`src/rtl/spi_cmdq_pkg.sv`:
```
package spi_cmdq_pkg;
  localparam int HALF_W = 16;
  localparam int WORD_W = 32;
  localparam int FLAG_UF = 0;
  localparam int FLAG_OF = 1;
  localparam int NFLAGS  = 2;
  typedef logic [HALF_W-1:0] half_t;
  typedef logic [WORD_W-1:0] word_t;
endpackage

```
`src/rtl/cmdq_fifo.sv`:
```
module cmdq_fifo #(
  parameter int W     = 16,
  parameter int DEPTH = 4,
  localparam int AW   = (DEPTH > 1) ? $clog2(DEPTH) : 1,
  localparam int CW   = $clog2(DEPTH + 1)
) (
  input  logic          clk,
  input  logic          rst_n,
  input  logic          flush,
  input  logic          push,
  input  logic [W-1:0]  push_data,
  input  logic [1:0]    pop_num,
  output logic [W-1:0]  head0,
  output logic [W-1:0]  head1,
  output logic [CW-1:0] count,
  output logic          full,
  output logic          empty
);

  logic [W-1:0]  mem [DEPTH];
  logic [AW-1:0] wr_q, wr_d, rd_q, rd_d;
  logic [CW-1:0] cnt_q, cnt_d;
  logic [CW-1:0] pop_req, pop_eff;
  logic          do_push;

  function automatic logic [AW-1:0] adv(input logic [AW-1:0] p, input logic [CW-1:0] n);
    int s;
    s = int'(p) + int'(n);
    if (s >= DEPTH) s = s - DEPTH;
    return AW'(s);
  endfunction

  assign full  = (cnt_q == CW'(DEPTH));
  assign empty = (cnt_q == '0);
  assign count = cnt_q;
  assign head0 = mem[rd_q];
  assign head1 = mem[adv(rd_q, CW'(1))];

  always_comb begin
    do_push = push && !full;
    pop_req = CW'(pop_num);
    pop_eff = (pop_req > cnt_q) ? cnt_q : pop_req;
    if (flush) begin
      wr_d  = '0;
      rd_d  = '0;
      cnt_d = '0;
    end else begin
      wr_d  = adv(wr_q, CW'(do_push));
      rd_d  = adv(rd_q, pop_eff);
      cnt_d = cnt_q + CW'(do_push) - pop_eff;
    end
  end

  always_ff @(posedge clk or negedge rst_n) begin
    if (!rst_n) begin
      wr_q  <= '0;
      rd_q  <= '0;
      cnt_q <= '0;
    end else begin
      wr_q  <= wr_d;
      rd_q  <= rd_d;
      cnt_q <= cnt_d;
    end
  end

  always_ff @(posedge clk) begin
    if (do_push && !flush) mem[wr_q] <= push_data;
  end

endmodule

```
`src/rtl/cmdq_ingress.sv`:
```
module cmdq_ingress
  import spi_cmdq_pkg::*;
(
  input  logic  ext_mode,
  input  logic  word_en,
  input  word_t word_data,
  input  logic  hw_en,
  input  logic  hw_sel,
  input  half_t hw_data,
  input  logic  cmd_full,
  input  logic  tx_full,
  output logic  cmd_push,
  output half_t cmd_push_data,
  output logic  tx_push,
  output half_t tx_push_data
);

  logic pair_ok;

  always_comb begin
    pair_ok       = !cmd_full && !tx_full;
    cmd_push      = 1'b0;
    tx_push       = 1'b0;
    cmd_push_data = word_data[WORD_W-1:HALF_W];
    tx_push_data  = word_data[HALF_W-1:0];
    if (word_en) begin
      cmd_push = pair_ok;
      tx_push  = pair_ok;
    end else if (hw_en && ext_mode) begin
      cmd_push_data = hw_data;
      tx_push_data  = hw_data;
      if (hw_sel) tx_push  = 1'b1;
      else        cmd_push = 1'b1;
    end
  end

endmodule

```
`src/rtl/cmdq_dispatch.sv`:
```
module cmdq_dispatch
  import spi_cmdq_pkg::*;
#(
  parameter int DEPTH = 4,
  localparam int CW   = $clog2(DEPTH + 1)
) (
  input  logic          ext_mode,
  input  logic          frame_wide,
  input  logic          eng_take,
  input  logic          flush,
  input  logic          cmd_empty,
  input  half_t         cmd_head,
  input  logic [CW-1:0] tx_count,
  input  half_t         tx_head0,
  input  half_t         tx_head1,
  output logic          eng_cmd_valid,
  output half_t         eng_cmd,
  output word_t         eng_data,
  output logic [1:0]    cmd_pop_num,
  output logic [1:0]    tx_pop_num,
  output logic          uf_evt
);

  logic          wide, fire;
  logic [CW-1:0] need, have;
  half_t         lo, hi;

  always_comb begin
    wide          = ext_mode && frame_wide;
    need          = wide ? CW'(2) : CW'(1);
    have          = (tx_count >= need) ? need : tx_count;
    fire          = eng_take && !cmd_empty && !flush;
    cmd_pop_num   = fire ? 2'd1 : 2'd0;
    tx_pop_num    = fire ? have[1:0] : 2'd0;
    uf_evt        = fire && (tx_count < need);
    lo            = (tx_count >= CW'(1)) ? tx_head0 : '0;
    hi            = (wide && tx_count >= CW'(2)) ? tx_head1 : '0;
    eng_cmd_valid = !cmd_empty;
    eng_cmd       = cmd_empty ? '0 : cmd_head;
    eng_data      = {hi, lo};
  end

endmodule

```
`src/rtl/cmdq_sticky.sv`:
```
module cmdq_sticky #(
  parameter int N = 2
) (
  input  logic         clk,
  input  logic         rst_n,
  input  logic [N-1:0] set,
  input  logic [N-1:0] clr,
  output logic [N-1:0] flags
);

  logic [N-1:0] flags_q, flags_d;

  for (genvar i = 0; i < N; i++) begin : g_bit
    always_comb flags_d[i] = set[i] || (flags_q[i] && !clr[i]);

    always_ff @(posedge clk or negedge rst_n) begin
      if (!rst_n) flags_q[i] <= 1'b0;
      else        flags_q[i] <= flags_d[i];
    end
  end

  assign flags = flags_q;

endmodule

```
`src/rtl/spi_cmdq_frontend.sv`:
```
module spi_cmdq_frontend
  import spi_cmdq_pkg::*;
#(
  parameter int DEPTH = 4
) (
  input  logic        clk,
  input  logic        rst_n,
  input  logic        ext_mode,
  input  logic        frame_wide,
  input  logic        word_en,
  input  logic [31:0] word_data,
  input  logic        hw_en,
  input  logic        hw_sel,
  input  logic [15:0] hw_data,
  input  logic        flush_tx,
  input  logic        flush_rx,
  input  logic [1:0]  flag_clr,
  input  logic        pop_en,
  output logic [31:0] pop_data,
  output logic        tx_fill_rdy,
  output logic        cmd_fill_rdy,
  output logic        rx_drain_rdy,
  output logic        tx_uf,
  output logic        rx_of,
  output logic        eng_cmd_valid,
  output logic [15:0] eng_cmd,
  output logic [31:0] eng_data,
  input  logic        eng_take,
  input  logic        rx_frame_en,
  input  logic [31:0] rx_frame
);

  localparam int CW = $clog2(DEPTH + 1);

  logic [1:0] rst_sync_q;
  logic       rst_core_n;

  always_ff @(posedge clk or negedge rst_n) begin
    if (!rst_n) rst_sync_q <= 2'b00;
    else        rst_sync_q <= {rst_sync_q[0], 1'b1};
  end
  assign rst_core_n = rst_sync_q[1];

  logic          cmd_push, tx_push;
  half_t         cmd_push_data, tx_push_data;
  logic          cmd_full, cmd_empty, tx_full, tx_empty;
  half_t         cmd_head, cmd_head1_unused, tx_head0, tx_head1;
  logic [CW-1:0] cmd_count, tx_count;
  logic [1:0]    cmd_pop_num, tx_pop_num;
  logic          uf_evt;

  cmdq_ingress u_ingress (
    .ext_mode      (ext_mode),
    .word_en       (word_en),
    .word_data     (word_data),
    .hw_en         (hw_en),
    .hw_sel        (hw_sel),
    .hw_data       (hw_data),
    .cmd_full      (cmd_full),
    .tx_full       (tx_full),
    .cmd_push      (cmd_push),
    .cmd_push_data (cmd_push_data),
    .tx_push       (tx_push),
    .tx_push_data  (tx_push_data)
  );

  cmdq_fifo #(.W(HALF_W), .DEPTH(DEPTH)) u_cmd_q (
    .clk       (clk),
    .rst_n     (rst_core_n),
    .flush     (flush_tx),
    .push      (cmd_push),
    .push_data (cmd_push_data),
    .pop_num   (cmd_pop_num),
    .head0     (cmd_head),
    .head1     (cmd_head1_unused),
    .count     (cmd_count),
    .full      (cmd_full),
    .empty     (cmd_empty)
  );

  cmdq_fifo #(.W(HALF_W), .DEPTH(DEPTH)) u_tx_q (
    .clk       (clk),
    .rst_n     (rst_core_n),
    .flush     (flush_tx),
    .push      (tx_push),
    .push_data (tx_push_data),
    .pop_num   (tx_pop_num),
    .head0     (tx_head0),
    .head1     (tx_head1),
    .count     (tx_count),
    .full      (tx_full),
    .empty     (tx_empty)
  );

  cmdq_dispatch #(.DEPTH(DEPTH)) u_dispatch (
    .ext_mode      (ext_mode),
    .frame_wide    (frame_wide),
    .eng_take      (eng_take),
    .flush         (flush_tx),
    .cmd_empty     (cmd_empty),
    .cmd_head      (cmd_head),
    .tx_count      (tx_count),
    .tx_head0      (tx_head0),
    .tx_head1      (tx_head1),
    .eng_cmd_valid (eng_cmd_valid),
    .eng_cmd       (eng_cmd),
    .eng_data      (eng_data),
    .cmd_pop_num   (cmd_pop_num),
    .tx_pop_num    (tx_pop_num),
    .uf_evt        (uf_evt)
  );

  logic          rx_push, rx_full, rx_empty, of_evt, rx_pop;
  word_t         rx_head0, rx_head1_unused;
  logic [CW-1:0] rx_count;

  always_comb begin
    rx_push = rx_frame_en && !flush_rx && !rx_full;
    of_evt  = rx_frame_en && !flush_rx && rx_full;
    rx_pop  = pop_en && !rx_empty;
  end

  cmdq_fifo #(.W(WORD_W), .DEPTH(DEPTH)) u_rx_q (
    .clk       (clk),
    .rst_n     (rst_core_n),
    .flush     (flush_rx),
    .push      (rx_push),
    .push_data (rx_frame),
    .pop_num   ({1'b0, rx_pop}),
    .head0     (rx_head0),
    .head1     (rx_head1_unused),
    .count     (rx_count),
    .full      (rx_full),
    .empty     (rx_empty)
  );

  word_t pop_q, pop_d;

  always_comb pop_d = rx_pop ? rx_head0 : pop_q;

  always_ff @(posedge clk or negedge rst_core_n) begin
    if (!rst_core_n) pop_q <= '0;
    else             pop_q <= pop_d;
  end

  logic [NFLAGS-1:0] flag_set, flags;

  always_comb begin
    flag_set          = '0;
    flag_set[FLAG_UF] = uf_evt;
    flag_set[FLAG_OF] = of_evt;
  end

  cmdq_sticky #(.N(NFLAGS)) u_flags (
    .clk   (clk),
    .rst_n (rst_core_n),
    .set   (flag_set),
    .clr   (flag_clr),
    .flags (flags)
  );

  assign pop_data     = pop_q;
  assign tx_fill_rdy  = !tx_full;
  assign cmd_fill_rdy = !cmd_full;
  assign rx_drain_rdy = !rx_empty;
  assign tx_uf        = flags[FLAG_UF];
  assign rx_of        = flags[FLAG_OF];

endmodule

```
`config.mk`:
```
export PLATFORM = sky130hd
export DESIGN_NAME = spi_cmdq_frontend
export DESIGN_NICKNAME = d
export VERILOG_FILES = /design/src/rtl/spi_cmdq_pkg.sv /design/src/rtl/cmdq_fifo.sv /design/src/rtl/cmdq_ingress.sv /design/src/rtl/cmdq_dispatch.sv /design/src/rtl/cmdq_sticky.sv /design/src/rtl/spi_cmdq_frontend.sv
export SDC_FILE = /design/constraint.sdc
export NUM_CORES = 1
export LEC_CHECK = 0
export ABC_CLOCK_PERIOD_IN_PS = 5260
export BUFFER_PORTS_ARGS = -buffer_cell sky130_fd_sc_hd__clkbuf_2
export CORE_ASPECT_RATIO = 1.2
export CORE_MARGIN = 2
export CORE_UTILIZATION = 60
export CTS_CLUSTER_SIZE = 25
export DETAILED_ROUTE_END_ITERATION = 10
export PLACE_DENSITY = 0.82
export SLEW_MARGIN = 30
export SYNTH_ARGS = -nofsm -noshare
export SYNTH_HDL_FRONTEND = slang
export SYNTH_HIERARCHICAL = 1
export SYNTH_SLANG_ARGS = --single-unit
```
`constraint.sdc`:
```
create_clock -name clk -period 5.26 [get_ports clk]
set_input_delay 0.789 -clock clk [delete_from_list [all_inputs] [get_ports clk]]
set_output_delay 0.789 -clock clk [all_outputs]
set_load 0.02 [all_outputs]
```
Word level (Yosys, flattened, before mapping)
Memories as Yosys holds them, arrays and structs flattened. A register that Yosys moved wholly into a read port is not among the register bits.
Cells that the tools add are included.

operators by class
  add/sub/neg operators = 20
  magnitude comparators = 14
  equality and inequality tests = 3
  muxes and demuxes = 42
  reduce and logical (&&, ||, !) cells = 33

operator list
  kind                                                               count
  two-way mux 16 bit                                                 7
  two-way mux 2 bit                                                  16
  logical AND 1 bit                                                  19
  two-way mux 3 bit                                                  6
  subtractor 2 x 1 -> 2 bit, second input constant                   7
  two-way mux 1 bit                                                  13
  adder 2 x 3 -> 4 bit                                               3
  greater-or-equal comparator 3 bit, second input constant           4
  greater-or-equal comparator 4 x 3 -> 1 bit, second input constant  3
  logical NOT 1 bit                                                  10
  adder 2 x 1 -> 3 bit                                               3
  adder 3 x 1 -> 3 bit                                               3
  == test 3 bit, second input constant                               3
  subtractor 3 bit                                                   3
  > comparator 2 x 3 -> 1 bit                                        2
  logical NOT 3 bit                                                  2
  adder 2 x 1 -> 3 bit, second input constant                        1
  greater-or-equal comparator 3 x 1 -> 1 bit, second input constant  1
  greater-or-equal comparator 3 x 2 -> 1 bit                         1
  greater-or-equal comparator 3 x 2 -> 1 bit, second input constant  1
  > comparator 1 x 3 -> 1 bit                                        1
  < comparator 3 x 2 -> 1 bit                                        1
  logical OR 1 bit                                                   2

word-level totals
  register bits after elaboration = 25
  memory bits (writable) = 256
  input port bits = 94
  word-level logic and storage cells = 127
  memories = 3

memories
  name         words  width  rd ports  clocked after Yosys merged registers in  write ports  RTL line         source
  u_rx_q.mem   4      32     1         1                                        1            cmdq_fifo.sv:20  logic [W-1:0] mem [DEPTH];
  u_cmd_q.mem  4      16     1         0                                        1            cmdq_fifo.sv:20
  u_tx_q.mem   4      16     2         0                                        1            cmdq_fifo.sv:20

Longest topological paths before layout
  depth after elaboration = 11
  depth in mapped cells = 18
  gate-level depth less buffers = 18

Cells and area by module
The synthesis kept the hierarchy.

modules (own cells, without submodules)
  module               instances  cells each  area each (µm²)
  cmdq_fifo (u_rx_q)   1          258         5,920.7
  cmdq_fifo (u_cmd_q)  1          156         3,284.4
  cmdq_fifo (u_tx_q)   1          156         3,269.4
  spi_cmdq_frontend    1          78          1,406.3
  cmdq_ingress         1          40          545.5
  cmdq_dispatch        1          75          499.2
  cmdq_sticky          1          6           72.6

Worst setup path before layout
Ideal clock, no wire load.

  path kind = input-to-reg
  from = input port flush_rx
  to = memory u_rx_q/mem[2][0] (netlist bit), enable pin
  data arrival time = 4,619 ps
  setup slack = 128 ps
  stages = 3
  cells stage by stage = nor3b_1 > nand2b_4 > nor4b_1

between the ends
  word-level cells in the longest chain between the ends = 7

ends and longest elaborated chain
  item                                       RTL line                                   source
  from (decl)                                spi_cmdq_frontend.sv:16                    input logic flush_rx,
  logical NOT 1 bit *                        cmdq_fifo.sv:67, spi_cmdq_frontend.sv:118
  logical AND 1 bit (2 in series)            spi_cmdq_frontend.sv:118                   rx_push = rx_frame_en && !flush_rx && !rx_full;
  logical AND 1 bit                          cmdq_fifo.sv:40                            do_push = push && !full;
  logical AND 1 bit *                        cmdq_fifo.sv:67                            if (do_push && !flush) mem[wr_q] <= push_data;
  two-way mux 1 bit *                        cmdq_fifo.sv:67
  two-way mux 1 bit (not written as such) *  cmdq_fifo.sv:67
  to (decl)                                  cmdq_fifo.sv:20

Every way passes the cells marked *; elsewhere a longest branch is shown, timed or not.

Final worst setup path
  from = register u_tx_q.cnt_q[0] (netlist: u_tx_q/count[0])
  to = register u_tx_q.cnt_q[2] (netlist: u_tx_q/count[2])

between the ends
  elaborated cells between the ends (all ways) = 13
  those cells by class = add/sub (2); order compare (2); eq/ne (1); mux (5); reduce/logical (3)

RTL lines
  item                                          RTL line                 source
  from (decl)                                   cmdq_fifo.sv:22          logic [CW-1:0] cnt_q, cnt_d;
  from (signal assigned)                        cmdq_fifo.sv:62          cnt_q <= cnt_d;
  greater-or-equal comparator 3 x 2 -> 1 bit *  cmdq_dispatch.sv:31      have = (tx_count >= need) ? need : tx_count;
  two-way mux 2 bit *                           cmdq_dispatch.sv:31
  two-way mux 2 bit *                           cmdq_dispatch.sv:34      tx_pop_num = fire ? have[1:0] : 2'd0;
  named net tx_pop_num[1]                       spi_cmdq_frontend.sv:49  logic [1:0] cmd_pop_num, tx_pop_num;
  > comparator 2 x 3 -> 1 bit                   cmdq_fifo.sv:42          pop_eff = (pop_req > cnt_q) ? cnt_q : pop_req;
  two-way mux 3 bit *                           cmdq_fifo.sv:42
  subtractor 3 bit *                            cmdq_fifo.sv:50          cnt_d = cnt_q + CW'(do_push) - pop_eff;
  two-way mux 3 bit *                           cmdq_fifo.sv:43          if (flush) begin
  named net u_tx_q.cnt_d[2]                     cmdq_fifo.sv:22

The timed path passes the listed nets; every way through them passes the cells marked *.

==> flow_metrics.tcl <==
set metrics [dict create \
    status "finished clean" \
    timing.final.crit_share_pct 78.56 \
    cp_slowest_cell "dfrtp_1" \
    diodes 0 \
    area_delta_synth_final_pct 15.26 \
    dp_hpwl_um 17090 \
    totalWireLength_um 26270 \
    final_antenna_net_count 0 \
    maxSlewHeadroom_pct 41.58 \
    rows 60 \
    pin_count 180 \
    grt.overflow.total 0 \
    p_seq_share_pct 40.3 \
    layout_common_cells "256 x edfxtp_1, 179 x clkbuf_2, 77 x mux4_2, 57 x mux2_4, 53 x dfrtp_1" \
    post_cts_buffers 0 \
    min_path_cells 0 \
    pwr-share-comb_pct 33.8 \
    regToRegSetupSlack_ns 1.13 \
    syn_area_per_cell_um2 19.39 \
    cts_buffer_depth 3 \
    setup_viol 0 \
    drive_gt1_share_pct 44.18 \
    htreeDepth 1 \
    holdWs_ns 0.3495 \
    grt_setup_unrepaired "false" \
    fin_skew_ns 0.02323 \
    track_usage_pct 21.87 \
    grt_pass1_wl_um 40410 \
    ir_drop_v 0.0004190 \
    numCtsBuffers 28 \
    drc_errors 0 \
    hold_path_end "rst_sync_q[1]" \
    setup_ws_ns 1.128 \
    p_int_uw 5639 \
    placement.io_buffers 179 \
    die_h_um 170.3 \
    worstHoldStart "rst_sync_q[0]" \
    powerDensity_nw_per_um2 516.4 \
    die_area_um2 24280 \
    viasPerCell 5.843 \
    rr_worst_depth 17 \
    cts.sinks 313 \
    dr.first_iter.drc_count 350 \
    tns_ns 0 \
    grt_max_degree 56 \
    cp_top_family "adder cells" \
    synthCells 713 \
    clk-insertion-delay-late_ns 0.55 \
    worstSetupEndpointType "register" \
    fin_crit_ns 4.132 \
    vias 7053 \
    layout_commonest_cell "edfxtp_1" \
    clock.fmax_mhz 242.0 \
    fillerInstances 1357 \
    swShare_pct 31.48 \
    grt_pass1_vias 7351 \
    clockRootBuffer "clkbuf_16" \
    max_slew.worst_pin.slew_ns 0.8762 \
    cts_tree "built" \
    routabilityCongestion 0.7530 \
    slew_violations 0 \
    start_util_pct 61.40 \
    dp_slack_ns 0.5879 \
    wl_per_cell_um 21.77 \
    crit_buf_inv 4 \
    worstSetupPathType "register to register" \
    max_stage_delay_ns 0.50 \
    p_leak_uw 0.006108 \
    fin_nets 1026 \
    dr.pass1.iters 5 \
    drv_cap 0 \
    path_clk_slew_ns 0.07 \
    r2r-end "u_tx_q/count[2]" \
    power_frac_clock_pct 25.9 \
    syn_area_um2 13830 \
    path_max_fanout 7 \
    yosysWarnings 6 \
    crit_chain "inv_1 > ha_1 > nand2b_1 > a211o_1 > mux2i_1 > inv_1 > ha_1 > nor2b_1 > o21ai_2 > mux2_2 > ha_1 > inv_1 > ha_1 > inv_1 > fa_1 > xnor2_1 > nor2_1" \
    cts_resized 0 \
    crit_arrival_ns 4.54 \
    die_w_um 142.6 \
    antenna_found_initial 0 \
    critPathLaunchType "register" \
    r2r-start "u_tx_q/count[0]" \
    ctsHoldBuffers 1 \
    p_switching_uw 2591 \
    hold_path.class "register to register" \
    hold_viol_final 0 \
    critPathRequiredTime_ns 5.67 \
    core-area_um2 22520 \
]
state kept, by name (all words and copies together), names as in the netlist:
name	count
pop_data	32
rst_sync_q	2
u_cmd_q/count	3
u_cmd_q/mem	64
u_cmd_q/rd_q	2
u_cmd_q/wr_q	2
u_flags/flags	2
u_rx_q/count	3
u_rx_q/mem	128
u_rx_q/rd_q	2
u_rx_q/wr_q	2
u_tx_q/count	3
u_tx_q/mem	64
u_tx_q/rd_q	2
u_tx_q/wr_q	2
through the flow:
stage	total power, uW	util [%]	area, um2	cells
6_report	8230	70.77	15940	1207
5_1_grt	8647	70.77	15940	1207
4_1_cts	8328	70.77	15940	1207
3_5_place_dp	6160	66.34	14940	1154
3_3_place_gp	6097	66.33	14940	1154
2_1_floorplan	5490	-	13840	717
area by class of cell:
class | count | area, um2 | share of cell area [%]
clock inverter | 11 | 166.4 | 1.044
multi-input combinational | 338 | 4343 | 27.25
inverter | 28 | 105.1 | 0.6594
clock buffer | 41 | 820.8 | 5.150
sequential | 313 | 9121 | 57.23
timing repair buffer | 197 | 1033 | 6.484
tap | 279 | 349.1 | 2.190
power by group through the flow:
stage | Combinational, uW | Sequential (uW) | Clock [uW]
2_1_floorplan | 2110 | 3380 | 0
3_3_place_gp | 2740 | 3350 | 0
3_5_place_dp | 2800 | 3360 | 0
4_1_cts | 2820 | 3320 | 2190
5_1_grt | 3010 | 3370 | 2270
6_report | 2780 | 3320 | 2130
metal layers:
metal  GRT usage (%)  vias up  wire [um]
met2           38.69      272      13640
met1           27.45     3600      10030
li1                -     3149          -
met5               0        -          0
met4           5.596        0        504
met3           5.037       32       2099
worst max path at each step:
stage / startpoint / cells after the start / to / slack, ns
3_3_place_gp: ext_mode / 18 / u_tx_q/count[2] / 0.66
3_5_place_dp: ext_mode / 18 / u_tx_q/count[2] / 0.59
6_report: u_tx_q/count[0] / 17 / u_tx_q/count[2] / 1.13
2_1_floorplan: flush_rx / 3 / u_rx_q/mem[2][0] / 0.13
5_1_grt: u_tx_q/count[0] / 17 / u_tx_q/count[2] / 0.78
4_1_cts: u_tx_q/count[0] / 17 / u_tx_q/count[2] / 1.11
Power figures use the tool's default switching activity.
